### config.mk
export PLATFORM = sky130hd
export DESIGN_NAME = perf_event_counters
export DESIGN_NICKNAME = d
export VERILOG_FILES = /design/src/rtl/pmu_pkg.sv /design/src/rtl/pmu_event_mux.sv /design/src/rtl/pmu_counter.sv /design/src/rtl/pmu_regs.sv /design/src/rtl/perf_event_counters.sv
export SDC_FILE = /design/constraint.sdc
export NUM_CORES = 1
export LEC_CHECK = 0
export CORE_MARGIN = 8
export CORE_UTILIZATION = 60
export DETAILED_ROUTE_END_ITERATION = 10
export PLACE_DENSITY = 0.86
export SYNTH_ARGS = -nofsm -noshare
export SYNTH_HDL_FRONTEND = slang
export SYNTH_SLANG_ARGS = --single-unit
### constraint.sdc
create_clock -name clk -period 9 [get_ports clk]
set_clock_uncertainty 0.1 [all_clocks]
set_input_delay 2.25 -clock clk [delete_from_list [all_inputs] [get_ports clk]]
set_output_delay 2.25 -clock clk [all_outputs]
set_load 0.05 [all_outputs]
### src/rtl/pmu_pkg.sv
`timescale 1ns/1ps
package pmu_pkg;
  typedef enum logic [1:0] {
    MODE_DC_EFF   = 2'd0,
    MODE_IF_LAT   = 2'd1,
    MODE_BUF_FULL = 2'd2,
    MODE_OFF      = 2'd3
  } pmu_mode_e;

  localparam int ADDR_W   = 3;
  localparam int NUM_CNT  = 3;   // 0: cycles, 1: event A, 2: event B
  localparam int IDX_CYC  = 0;
  localparam int IDX_A    = 1;
  localparam int IDX_B    = 2;

  localparam logic [ADDR_W-1:0] ADDR_CTRL     = 3'd0;
  localparam logic [ADDR_W-1:0] ADDR_OVF      = 3'd1;
  localparam logic [ADDR_W-1:0] ADDR_CNT_BASE = 3'd2;

  localparam int CTRL_EN_BIT   = 0;
  localparam int CTRL_CLR_BIT  = 1;
  localparam int CTRL_MODE_LSB = 2;
endpackage

### src/rtl/pmu_event_mux.sv
`timescale 1ns/1ps
module pmu_event_mux
  import pmu_pkg::*;
#(
  parameter int INC_W = 3
) (
  input  logic             clk,
  input  logic             rst_n,
  input  pmu_mode_e        mode,
  input  logic [INC_W-1:0] acc_cnt,
  input  logic             dc_miss,
  input  logic             mdc_miss,
  input  logic             maint_op,
  input  logic             ic_stall,
  input  logic             itlb_stall,
  input  logic             ext_fetch,
  input  logic             buf_full,
  output logic [INC_W-1:0] inc_a,
  output logic [INC_W-1:0] inc_b
);
  logic buf_full_d;

  // Previous-cycle copy of the stall level, used to find episode starts.
  always_ff @(posedge clk or negedge rst_n) begin
    if (!rst_n) buf_full_d <= 1'b0;
    else        buf_full_d <= buf_full;
  end

  always_comb begin
    inc_a = '0;
    inc_b = '0;
    unique case (mode)
      MODE_DC_EFF: begin
        inc_a = acc_cnt;
        inc_b = maint_op ? '0 : INC_W'(dc_miss) + INC_W'(mdc_miss);
      end
      MODE_IF_LAT: begin
        inc_a = INC_W'(ic_stall | itlb_stall);
        inc_b = INC_W'(ext_fetch);
      end
      MODE_BUF_FULL: begin
        inc_a = INC_W'(buf_full);
        inc_b = INC_W'(buf_full & ~buf_full_d);
      end
      default: begin
        inc_a = '0;
        inc_b = '0;
      end
    endcase
  end
endmodule

### src/rtl/pmu_counter.sv
`timescale 1ns/1ps
module pmu_counter #(
  parameter int CNT_W = 32,
  parameter int INC_W = 3
) (
  input  logic             clk,
  input  logic             rst_n,
  input  logic             clr,
  input  logic             en,
  input  logic [INC_W-1:0] inc,
  input  logic             ovf_clr,
  output logic [CNT_W-1:0] cnt,
  output logic             ovf
);
  localparam int SUM_W = CNT_W + 1;
  logic [SUM_W-1:0] sum;

  assign sum = {1'b0, cnt} + SUM_W'(inc);

  always_ff @(posedge clk or negedge rst_n) begin
    if (!rst_n)   cnt <= '0;
    else if (clr) cnt <= '0;
    else if (en)  cnt <= sum[CNT_W-1:0];
  end

  // Sticky carry flag: a fresh overflow outranks a clear request.
  always_ff @(posedge clk or negedge rst_n) begin
    if (!rst_n)                     ovf <= 1'b0;
    else if (en && !clr && sum[CNT_W]) ovf <= 1'b1;
    else if (ovf_clr)               ovf <= 1'b0;
  end
endmodule

### src/rtl/pmu_regs.sv
`timescale 1ns/1ps
module pmu_regs
  import pmu_pkg::*;
#(
  parameter int CNT_W  = 32,
  parameter int DATA_W = 32
) (
  input  logic                          clk,
  input  logic                          rst_n,
  input  logic                          reg_we,
  input  logic [ADDR_W-1:0]             reg_addr,
  input  logic [DATA_W-1:0]             reg_wdata,
  input  logic [NUM_CNT-1:0][CNT_W-1:0] cnt_vec,
  input  logic [NUM_CNT-1:0]            ovf_vec,
  output logic                          en_q,
  output pmu_mode_e                     mode_q,
  output logic                          clr_pulse,
  output logic [NUM_CNT-1:0]            ovf_w1c,
  output logic [DATA_W-1:0]             reg_rdata
);
  logic ctrl_wr;

  assign ctrl_wr   = reg_we && (reg_addr == ADDR_CTRL);
  assign clr_pulse = ctrl_wr && reg_wdata[CTRL_CLR_BIT];
  assign ovf_w1c   = (reg_we && (reg_addr == ADDR_OVF)) ? reg_wdata[NUM_CNT-1:0] : '0;

  always_ff @(posedge clk or negedge rst_n) begin
    if (!rst_n) begin
      en_q   <= 1'b0;
      mode_q <= MODE_DC_EFF;
    end else if (ctrl_wr) begin
      en_q   <= reg_wdata[CTRL_EN_BIT];
      mode_q <= pmu_mode_e'(reg_wdata[CTRL_MODE_LSB +: 2]);
    end
  end

  always_comb begin
    reg_rdata = '0;
    if (reg_addr == ADDR_CTRL)
      reg_rdata = DATA_W'({mode_q, 1'b0, en_q});
    else if (reg_addr == ADDR_OVF)
      reg_rdata = DATA_W'(ovf_vec);
    for (int i = 0; i < NUM_CNT; i++) begin
      if (reg_addr == ADDR_CNT_BASE + ADDR_W'(i))
        reg_rdata = DATA_W'(cnt_vec[i]);
    end
  end
endmodule

### src/rtl/perf_event_counters.sv
`timescale 1ns/1ps
module perf_event_counters
  import pmu_pkg::*;
#(
  parameter int CNT_W  = 32,
  parameter int DATA_W = 32,
  parameter int INC_W  = 3
) (
  input  logic              clk,
  input  logic              rst_n,
  input  logic              reg_we,
  input  logic [2:0]        reg_addr,
  input  logic [DATA_W-1:0] reg_wdata,
  output logic [DATA_W-1:0] reg_rdata,
  input  logic [INC_W-1:0]  ev_acc_cnt,
  input  logic              ev_dc_miss,
  input  logic              ev_mdc_miss,
  input  logic              ev_maint_op,
  input  logic              ev_ic_miss_stall,
  input  logic              ev_itlb_miss_stall,
  input  logic              ev_ext_fetch,
  input  logic              ev_buf_full,
  output logic [2:0]        ovf_flags
);
  logic                          en_q;
  pmu_mode_e                     mode_q;
  logic                          clr_pulse;
  logic [NUM_CNT-1:0]            ovf_w1c;
  logic [NUM_CNT-1:0]            ovf_vec;
  logic [NUM_CNT-1:0][CNT_W-1:0] cnt_vec;
  logic [NUM_CNT-1:0][INC_W-1:0] inc_vec;
  logic [INC_W-1:0]              inc_a;
  logic [INC_W-1:0]              inc_b;

  pmu_regs #(.CNT_W(CNT_W), .DATA_W(DATA_W)) u_regs (
    .clk       (clk),
    .rst_n     (rst_n),
    .reg_we    (reg_we),
    .reg_addr  (reg_addr),
    .reg_wdata (reg_wdata),
    .cnt_vec   (cnt_vec),
    .ovf_vec   (ovf_vec),
    .en_q      (en_q),
    .mode_q    (mode_q),
    .clr_pulse (clr_pulse),
    .ovf_w1c   (ovf_w1c),
    .reg_rdata (reg_rdata)
  );

  pmu_event_mux #(.INC_W(INC_W)) u_mux (
    .clk        (clk),
    .rst_n      (rst_n),
    .mode       (mode_q),
    .acc_cnt    (ev_acc_cnt),
    .dc_miss    (ev_dc_miss),
    .mdc_miss   (ev_mdc_miss),
    .maint_op   (ev_maint_op),
    .ic_stall   (ev_ic_miss_stall),
    .itlb_stall (ev_itlb_miss_stall),
    .ext_fetch  (ev_ext_fetch),
    .buf_full   (ev_buf_full),
    .inc_a      (inc_a),
    .inc_b      (inc_b)
  );

  assign inc_vec[IDX_CYC] = INC_W'(1);
  assign inc_vec[IDX_A]   = inc_a;
  assign inc_vec[IDX_B]   = inc_b;

  for (genvar g = 0; g < NUM_CNT; g++) begin : g_cnt
    pmu_counter #(.CNT_W(CNT_W), .INC_W(INC_W)) u_cnt (
      .clk     (clk),
      .rst_n   (rst_n),
      .clr     (clr_pulse),
      .en      (en_q),
      .inc     (inc_vec[g]),
      .ovf_clr (ovf_w1c[g]),
      .cnt     (cnt_vec[g]),
      .ovf     (ovf_vec[g])
    );
  end

  assign ovf_flags = ovf_vec;
endmodule

==> results of run 1 <==
-- synth_stat cells, types with 4 or more instances --
master	n
inv_1	11
xor2_1	33
nor2_1	93
or3_1	11
a21oi_1	13
clkbuf_1	18
nor4b_1	4
buf_2	15
nor3_1	12
and3_1	9
and2_1	4
mux2i_1	35
o21ai_0	43
ha_1	7
or4_1	6
nor4_1	20
and4_1	8
xnor2_1	44
dfrtp_1	103
nand2_1	79
buf_1	5
nand3_1	27
nand4_1	29
-- sequential cells by signal, indices dropped and copies added (netlist names) --
| signal | flops |
|---|---|
| g_cnt.u_cnt.cnt | 96 |
| u_regs.en_q | 1 |
| u_regs.mode_q | 2 |
| u_mux.buf_full_d | 1 |
| g_cnt.u_cnt.ovf | 3 |
-- path summary, 6_finish.rpt --
path / start / end / slack (ns) / cells after the start
min in group asynchronous: rst_n / u_mux.buf_full_d / 1.68 / 1
hold reg to reg: g_cnt[2].u_cnt.ovf / g_cnt[2].u_cnt.ovf / 0.42 / 1
max in group asynchronous: rst_n / g_cnt[2].u_cnt.cnt[11] / 5.83 / 2
hold / removal: g_cnt[2].u_cnt.ovf / g_cnt[2].u_cnt.ovf / 0.42 / 1
setup reg to reg: u_regs.mode_q[0] / g_cnt[1].u_cnt.cnt[26] / 5.56 / 10
setup / recovery: reg_addr[1] / reg_rdata[22] / 1.58 / 4
-- per-layer routing --
metal	up-vias	GRT usage
li1	2427	-
met1	2571	0.3033
met2	176	0.4071
met3	44	0.04188
met4	2	0.1067
met5	-	0
-- worst register-to-register path: stages (launching register included) --
cell	delay [ns]
dfrtp_1	0.51
o21ai_0	0.15
o21ai_0	0.17
ha_1	0.22
inv_1	0.07
fa_1	0.40
nor2b_1	0.31
o2111ai_1	0.55
nor4_1	0.59
xnor2_1	0.17
nor2_1	0.06
-- power by group --
group / internal (W) / switching [W]
clock network: 0.000165 / 0.000164
logic: 0.000124 / 0.000170
registers: 0.000529 / 0.000101
-- final cells by class --
type,count,area [um2]
clock buffer,11,141.4
inverter,11,41.29
clock inverter,5,81.33
tap,133,166.4
sequential,103,2577
multi-input combinational,523,3287
fill,750,2954
timing repair buffer,59,570.5
-- kinds of logic after synthesis --
logic type	after synthesis	share of synthesized area
and+or+nand+nor	324	0.2690
DFF	103	0.4237
xor gates and xnor gates	77	0.1109
AOI/OAI and AO/OA	73	0.06787
buffers and inverters	52	0.03702
muxes	40	0.07055
adders and majority gates	9	0.02098
-- stage by stage --
stage                     utilization  area [um2]
after floorplan                     -        6083
after global placement         0.6765        6643
after detailed placement       0.6765        6643
after CTS                      0.6992        6865
after global routing           0.6992        6865
final                          0.6992        6865
==> out/qor.csv, run 1 <==
stage;metric;value;unit
cells_and_area;commonest non-fill, non-tap cell in the layout;dfrtp_1;
place;Final GP Congestion;0.9197;
sta;Fin. Hold Viols;0;
yosys;ys async rst share;1.000;
clocking;CTS tree;built;
drt;WL met1;6.392;mm
cells_and_area;final net count;764;
floorplan;Die ar.;13620;um2
drt;final antenna-violating net count;0;
floorplan;row count;36;
drt;Top Layer Used;met5;
cells_and_area;Synth-to-Final Area Change;12.85;%
job;max capacitance violation total;0;
clocking;Worst-Skew Late Latency;0.38;ns
sta;final setup fails;0;
yosys;dominant cells by area after synthesis;dfrtp_1 (42%), xnor2_1 (6.3%), mux2i_1 (5.8%);
sta;slew margin rel.;0.1772;
sta;Worst Tran Pin Value;1.223;ns
worst_setup_path;Buf/Inv on CP;2;
drt;met2 WL;7.881;mm
worst_setup_path;crit path DAT;5.07;ns
worst_setup_path;Slowest Stage Delay on Critical Path;0.88;ns
worst_setup_path;critical path's top delay family;buffers and inverters;
global_route;initial antenna violation count;1;
status;run status;complete, no violations;
sta;RSZ-0062 raised after global routing;no;
hold_path;worst min-delay path class;reg -> reg;
floorplan;die height;116.7;um
worst_setup_path;WS Path Type;in -> out;
clocking;cts hold-fix bufs;0;
cells_and_area;ratio of cells with drive above 1 in the final layout;0.05337;
sta;final cycle utilization of the critical path;0.8241;
clocking;cts bufs inserted;9;
worst_setup_path;critical path cell sequence;clkdlybuf4s50_1 -> nand2b_1 -> o21ai_0 -> clkdlybuf4s50_1;
floorplan;Die W;116.7;um
yosys;cell taking the most area after synthesis;dfrtp_1;
clocking;post-CTS setup buffer count;0;
clocking;Clk pin slew, worst setup/hold paths;0.10;ns
yosys;Top FF cell, synth;dfrtp_1;
yosys;Syn Nets;735;
global_route;vias in the first global route;5170;
worst_setup_path;CP Launch Type;primary input;
yosys;EDFF count, synth;0;
drt;drt pass-1 iters;5;
drt;via count;5220;
sta;Period minus WS final;7.417;ns
sta;hold slack;0.4158;ns
clocking;CTS sink count;103;
worst_setup_path;critical path endpoint category;primary output;
yosys;cells after synthesis;678;
worst_setup_path;Max stage delay cell, worst path;clkdlybuf4s50_1;
sta;Max Fclk;134.8;MHz
clocking;CTS Buffer Depth;2;
yosys;Synth top area share;0.4237;
global_route;pin count of the biggest net entering global routing;97;
drt;Detailed Route Iter0 Violations;534;
drt;# DRC;0;
clocking;clock root buffer;clkbuf_8;
power;P_leak;2.832;nW
yosys;FF+latch count, synth;103;
place;Post-DP HPWL;11.18;mm
drt;drt total wl;15.65;mm
global_route;first-pass GRT wire length;25.94;mm
yosys;Unique masters post-synth;52;
power;worst vdd ir;0.0001103;V
global_route;GR Util All Layers;0.2435;
cells_and_area;most frequent cells in the layout;dfrtp_1 (103), nor2_1 (93), nand2_1 (79);
drt;Vias/cell;6.178;
cells_and_area;ANT cells;0;
yosys;Avg Inst Size Synth;8.972;um2
power;Tot Pwr;0.001253;W
sta;pins over their slew limit;0;
worst_setup_path;CP Max Fanout;28;
floorplan;Initial Util;0.6195;
yosys;sequential element share of the synthesized area;0.4237;
sta;Setup TNS;0;ns
place;IO Port Bufs;54;
clocking;H-tree levels;3;
floorplan;core area;9819;um2
floorplan;IO Pins;83;
drt;met3 WL;859;um
worst_setup_path;Critical Path RT;6.65;ns
yosys;yosys warns;0;
cells_and_area;final cell count without fillers;845;
place;DP Worst Slack;1.605;ns
power;Power Dens Cells;182.5;nW/um2
drt;wire per inst;18.52;um
sta;setup ws final;1.583;ns
yosys;Synth Cell Area;6083;um2
place;dpl cells;829;
global_route;gr ovfl total;0;
worst_setup_path;most frequent cell on the critical path;clkdlybuf4s50_1;
clocking;# resized after CTS;0;
Power figures use the tool's default switching activity.
==> run 2: changes to the inputs <==
Settings changed: CORE_UTILIZATION 60 to 56, PLACE_DENSITY 0.86 to 0.81.
Clock period 9 ns to 7.4 ns, I/O delays scaled along.
==> run 2 against run 1 <==
Compared with the run above: setup slack got worse by 0.80 ns; design area shrank 0.24%; count of clock-buffer cells in the layout is 1 higher; global-route usage decreased by 2.4 points; clock power grew 8.5%; final cell count increased by 0.95%; non-clock buffer count up 1; sequential power increased by 22%; combinational power is 23% higher; utilization decreased by 5.9 points; first-iteration DRC count grew 19%; register-to-register slack worse by 1.6 ns; critical endpoint unchanged; largest power group unchanged.
==> out/qor.csv, run 2 (synthesized netlist as in run 1, its figures left out) <==
stage;metric;value;unit;change
cells_and_area;fillers;850;;was 750
clocking;H-tree levels;3;;unchanged
floorplan;Die ar.;14450;um2;was 13,620 um2
cells_and_area;max reg flops;96;;unchanged
clocking;post-CTS setup buffer count;0;;unchanged
worst_setup_path;Critical Path RT;5.45;ns;was 6.65 ns
worst_setup_path;critical path endpoint category;primary output;;unchanged
floorplan;row count;38;;was 36
sta;pins over their slew limit;0;;unchanged
hold_path;WHS Path Cells;1;;unchanged
global_route;initial antenna violation count;0;;was 1
place;Final GP Congestion;0.8657;;was 0.9197
floorplan;Die W;120.2;um;was 116.7 um
cells_and_area;commonest non-fill, non-tap cell in the layout;dfrtp_1;;unchanged
sta;final setup fails;0;;unchanged
floorplan;core area;10700;um2;was 9819 um2
power;P_leak;2.827;nW;was 2.832 nW
hold_path;HP Start;g_cnt[2].u_cnt.ovf;;unchanged
clocking;clock root buffer;clkbuf_8;;unchanged
power;worst vdd ir;0.0001076;V;was 0.0001103 V
cells_and_area;Synth-to-Final Area Change;12.59;%;was 12.85%
clocking;CTS sink count;103;;unchanged
sta;Fin. Hold Viols;0;;unchanged
cells_and_area;Largest regs;g_cnt.u_cnt.cnt (96), g_cnt.u_cnt.ovf (3), u_regs.mode_q (2);;unchanged
clocking;Worst-Skew Late Latency;0.38;ns;about the same
sta;Period minus WS final;6.615;ns;
global_route;M2 GR Usage;0.3643;;was 0.4071
global_route;busiest grt layer;met2;;unchanged
hold_path;worst min-delay path class;reg -> reg;;unchanged
cells_and_area;ANT cells;0;;unchanged
worst_setup_path;CP Max Fanout;28;;unchanged
global_route;vias in the first global route;5036;;was 5,170
worst_setup_path;crit path DAT;4.66;ns;was 5.07 ns
status;run status;complete, no violations;;unchanged
cells_and_area;most frequent cells in the layout;dfrtp_1 (103), nor2_1 (93), nand2_1 (79);;unchanged
clocking;# resized after CTS;0;;unchanged
job;max capacitance violation total;0;;unchanged
cells_and_area;Largest Register;g_cnt.u_cnt.cnt;;unchanged
sta;Max Fclk;151.2;MHz;
global_route;gr ovfl total;0;;unchanged
power;Switch Pwr;0.0005239;W;was 0.0004360 W
clocking;CTS Buffer Depth;2;;unchanged
place;Post-DP HPWL;11.08;mm;was 11.18 mm
cells_and_area;FF+latch area;2577;um2;unchanged
power;Logic pwr share;0.243;;was 0.235
clocking;cts hold-fix bufs;0;;unchanged
sta;RSZ-0062 raised after global routing;no;;unchanged
power;Internal;0.0009624;W;was 0.0008168 W
global_route;first-pass GRT wire length;25.61;mm;was 25.94 mm
sta;final cycle utilization of the critical path;0.8939;;
global_route;pin count of the biggest net entering global routing;70;;was 97
sta;Setup TNS;0;ns;unchanged
worst_setup_path;r2r endpoint;g_cnt[1].u_cnt.cnt[30];;was g_cnt[1].u_cnt.cnt[26]
clocking;Clk pin slew, worst setup/hold paths;0.10;ns;about the same
drt;via count;5157;;was 5,220
power;sw frac;0.3525;;was 0.3480
global_route;GR Util All Layers;0.2199;;was 0.2435
power;sequential share of power;0.516;;was 0.503
clocking;CTS tree;built;;unchanged
worst_setup_path;reg2reg start;u_regs.mode_q[0];;unchanged
sta;slew margin rel.;0.2442;;was 0.1772
drt;wire per inst;18.10;um;was 18.52 um
worst_setup_path;WS Path Type;in -> out;;unchanged
cells_and_area;final net count;765;;was 764
place;IO Port Bufs;54;;unchanged
floorplan;IO Pins;83;;unchanged
cells_and_area;Multi-input gate area;3287;um2;unchanged
worst_setup_path;R2R cell count;10;;unchanged
worst_setup_path;R2R setup slack;3.94;ns;was 5.56 ns
global_route;met3 usage;0.03357;;was 0.04188
cells_and_area;Final Util;0.6402;;was 0.6992
cells_and_area;ratio of cells with drive above 1 in the final layout;0.05330;;was 0.05337
floorplan;die height;120.2;um;was 116.7 um
drt;final antenna-violating net count;0;;unchanged
clocking;cts bufs inserted;9;;unchanged
drt;drt pass-1 iters;5;;unchanged
drt;drt total wl;15.44;mm;was 15.65 mm
sta;Worst Tran Pin Value;1.123;ns;was 1.223 ns
drt;Detailed Route Iter0 Violations;636;;was 534
hold_path;hold path endpoint;g_cnt[2].u_cnt.ovf;;unchanged
drt;Vias/cell;6.046;;was 6.178
drt;# DRC;0;;unchanged
floorplan;Initial Util;0.5687;;was 0.6195
worst_setup_path;CP Launch Type;primary input;;unchanged
power;Power Dens Cells;217.0;nW/um2;was 182.5 nW/um2
global_route;met1 Usage GRT;0.2848;;was 0.3033
power;Clk pwr share;0.240;;was 0.263
run 2: power by group through the flow:
stage                     Combinational (W)  Sequential, W  Clock [W]
after global placement             0.000340       0.000765          0
after detailed placement           0.000360       0.000773          0
final                              0.000362       0.000768   0.000357
after global routing               0.000406       0.000780   0.000380
after floorplan                    0.000271       0.000729          0
after CTS                          0.000362       0.000763   0.000361
run 2: final cells by class:
class,count,area share
Clock buffer,12,0.02119
Clock inverter,4,0.006577
Inverter,11,0.006028
Multi-Input combinational cell,523,0.4799
Sequential cell,103,0.3763
Tap cell,140,0.02558
Timing Repair Buffer,60,0.08440
run 2: metal layers:
metal | routed length [um] | part of all wire
met4 | 322 | 0.021
met5 | 0 | 0
met2 | 7532 | 0.49
met1 | 6643 | 0.43
met3 | 944 | 0.061
run 2: how the worst max path moves through the flow:
stage / from / endpoint / slack [ns]
4_1_cts: reg_addr[1] / reg_rdata[21] / 0.85
6_report: reg_addr[1] / reg_rdata[22] / 0.79
3_3_place_gp: reg_addr[1] / reg_rdata[22] / 0.87
3_5_place_dp: reg_addr[1] / reg_rdata[8] / 0.87
2_1_floorplan: reg_addr[0] / reg_rdata[10] / 1.71
5_1_grt: reg_addr[1] / reg_rdata[23] / 0.59
run 2: critical path, cell delays in order:
cell,delay (ns)
clkdlybuf4s50_1,0.80
nand2b_1,0.66
o21ai_0,0.47
clkdlybuf4s50_1,0.88
run 2: metrics by stage:
stage	cells	instance area (um2)	hold WS, ns	power [W]	worst slack, ns
detailed placement	837	6659	0.4222	0.001133	0.8698
floorplan	678	6083	0.3622	0.001000	1.712
global route	853	6849	0.4577	0.001565	0.5912
global placement	837	6659	0.4011	0.001105	0.8698
finish	853	6849	0.4392	0.001486	0.7853
CTS	853	6849	0.4484	0.001485	0.8528
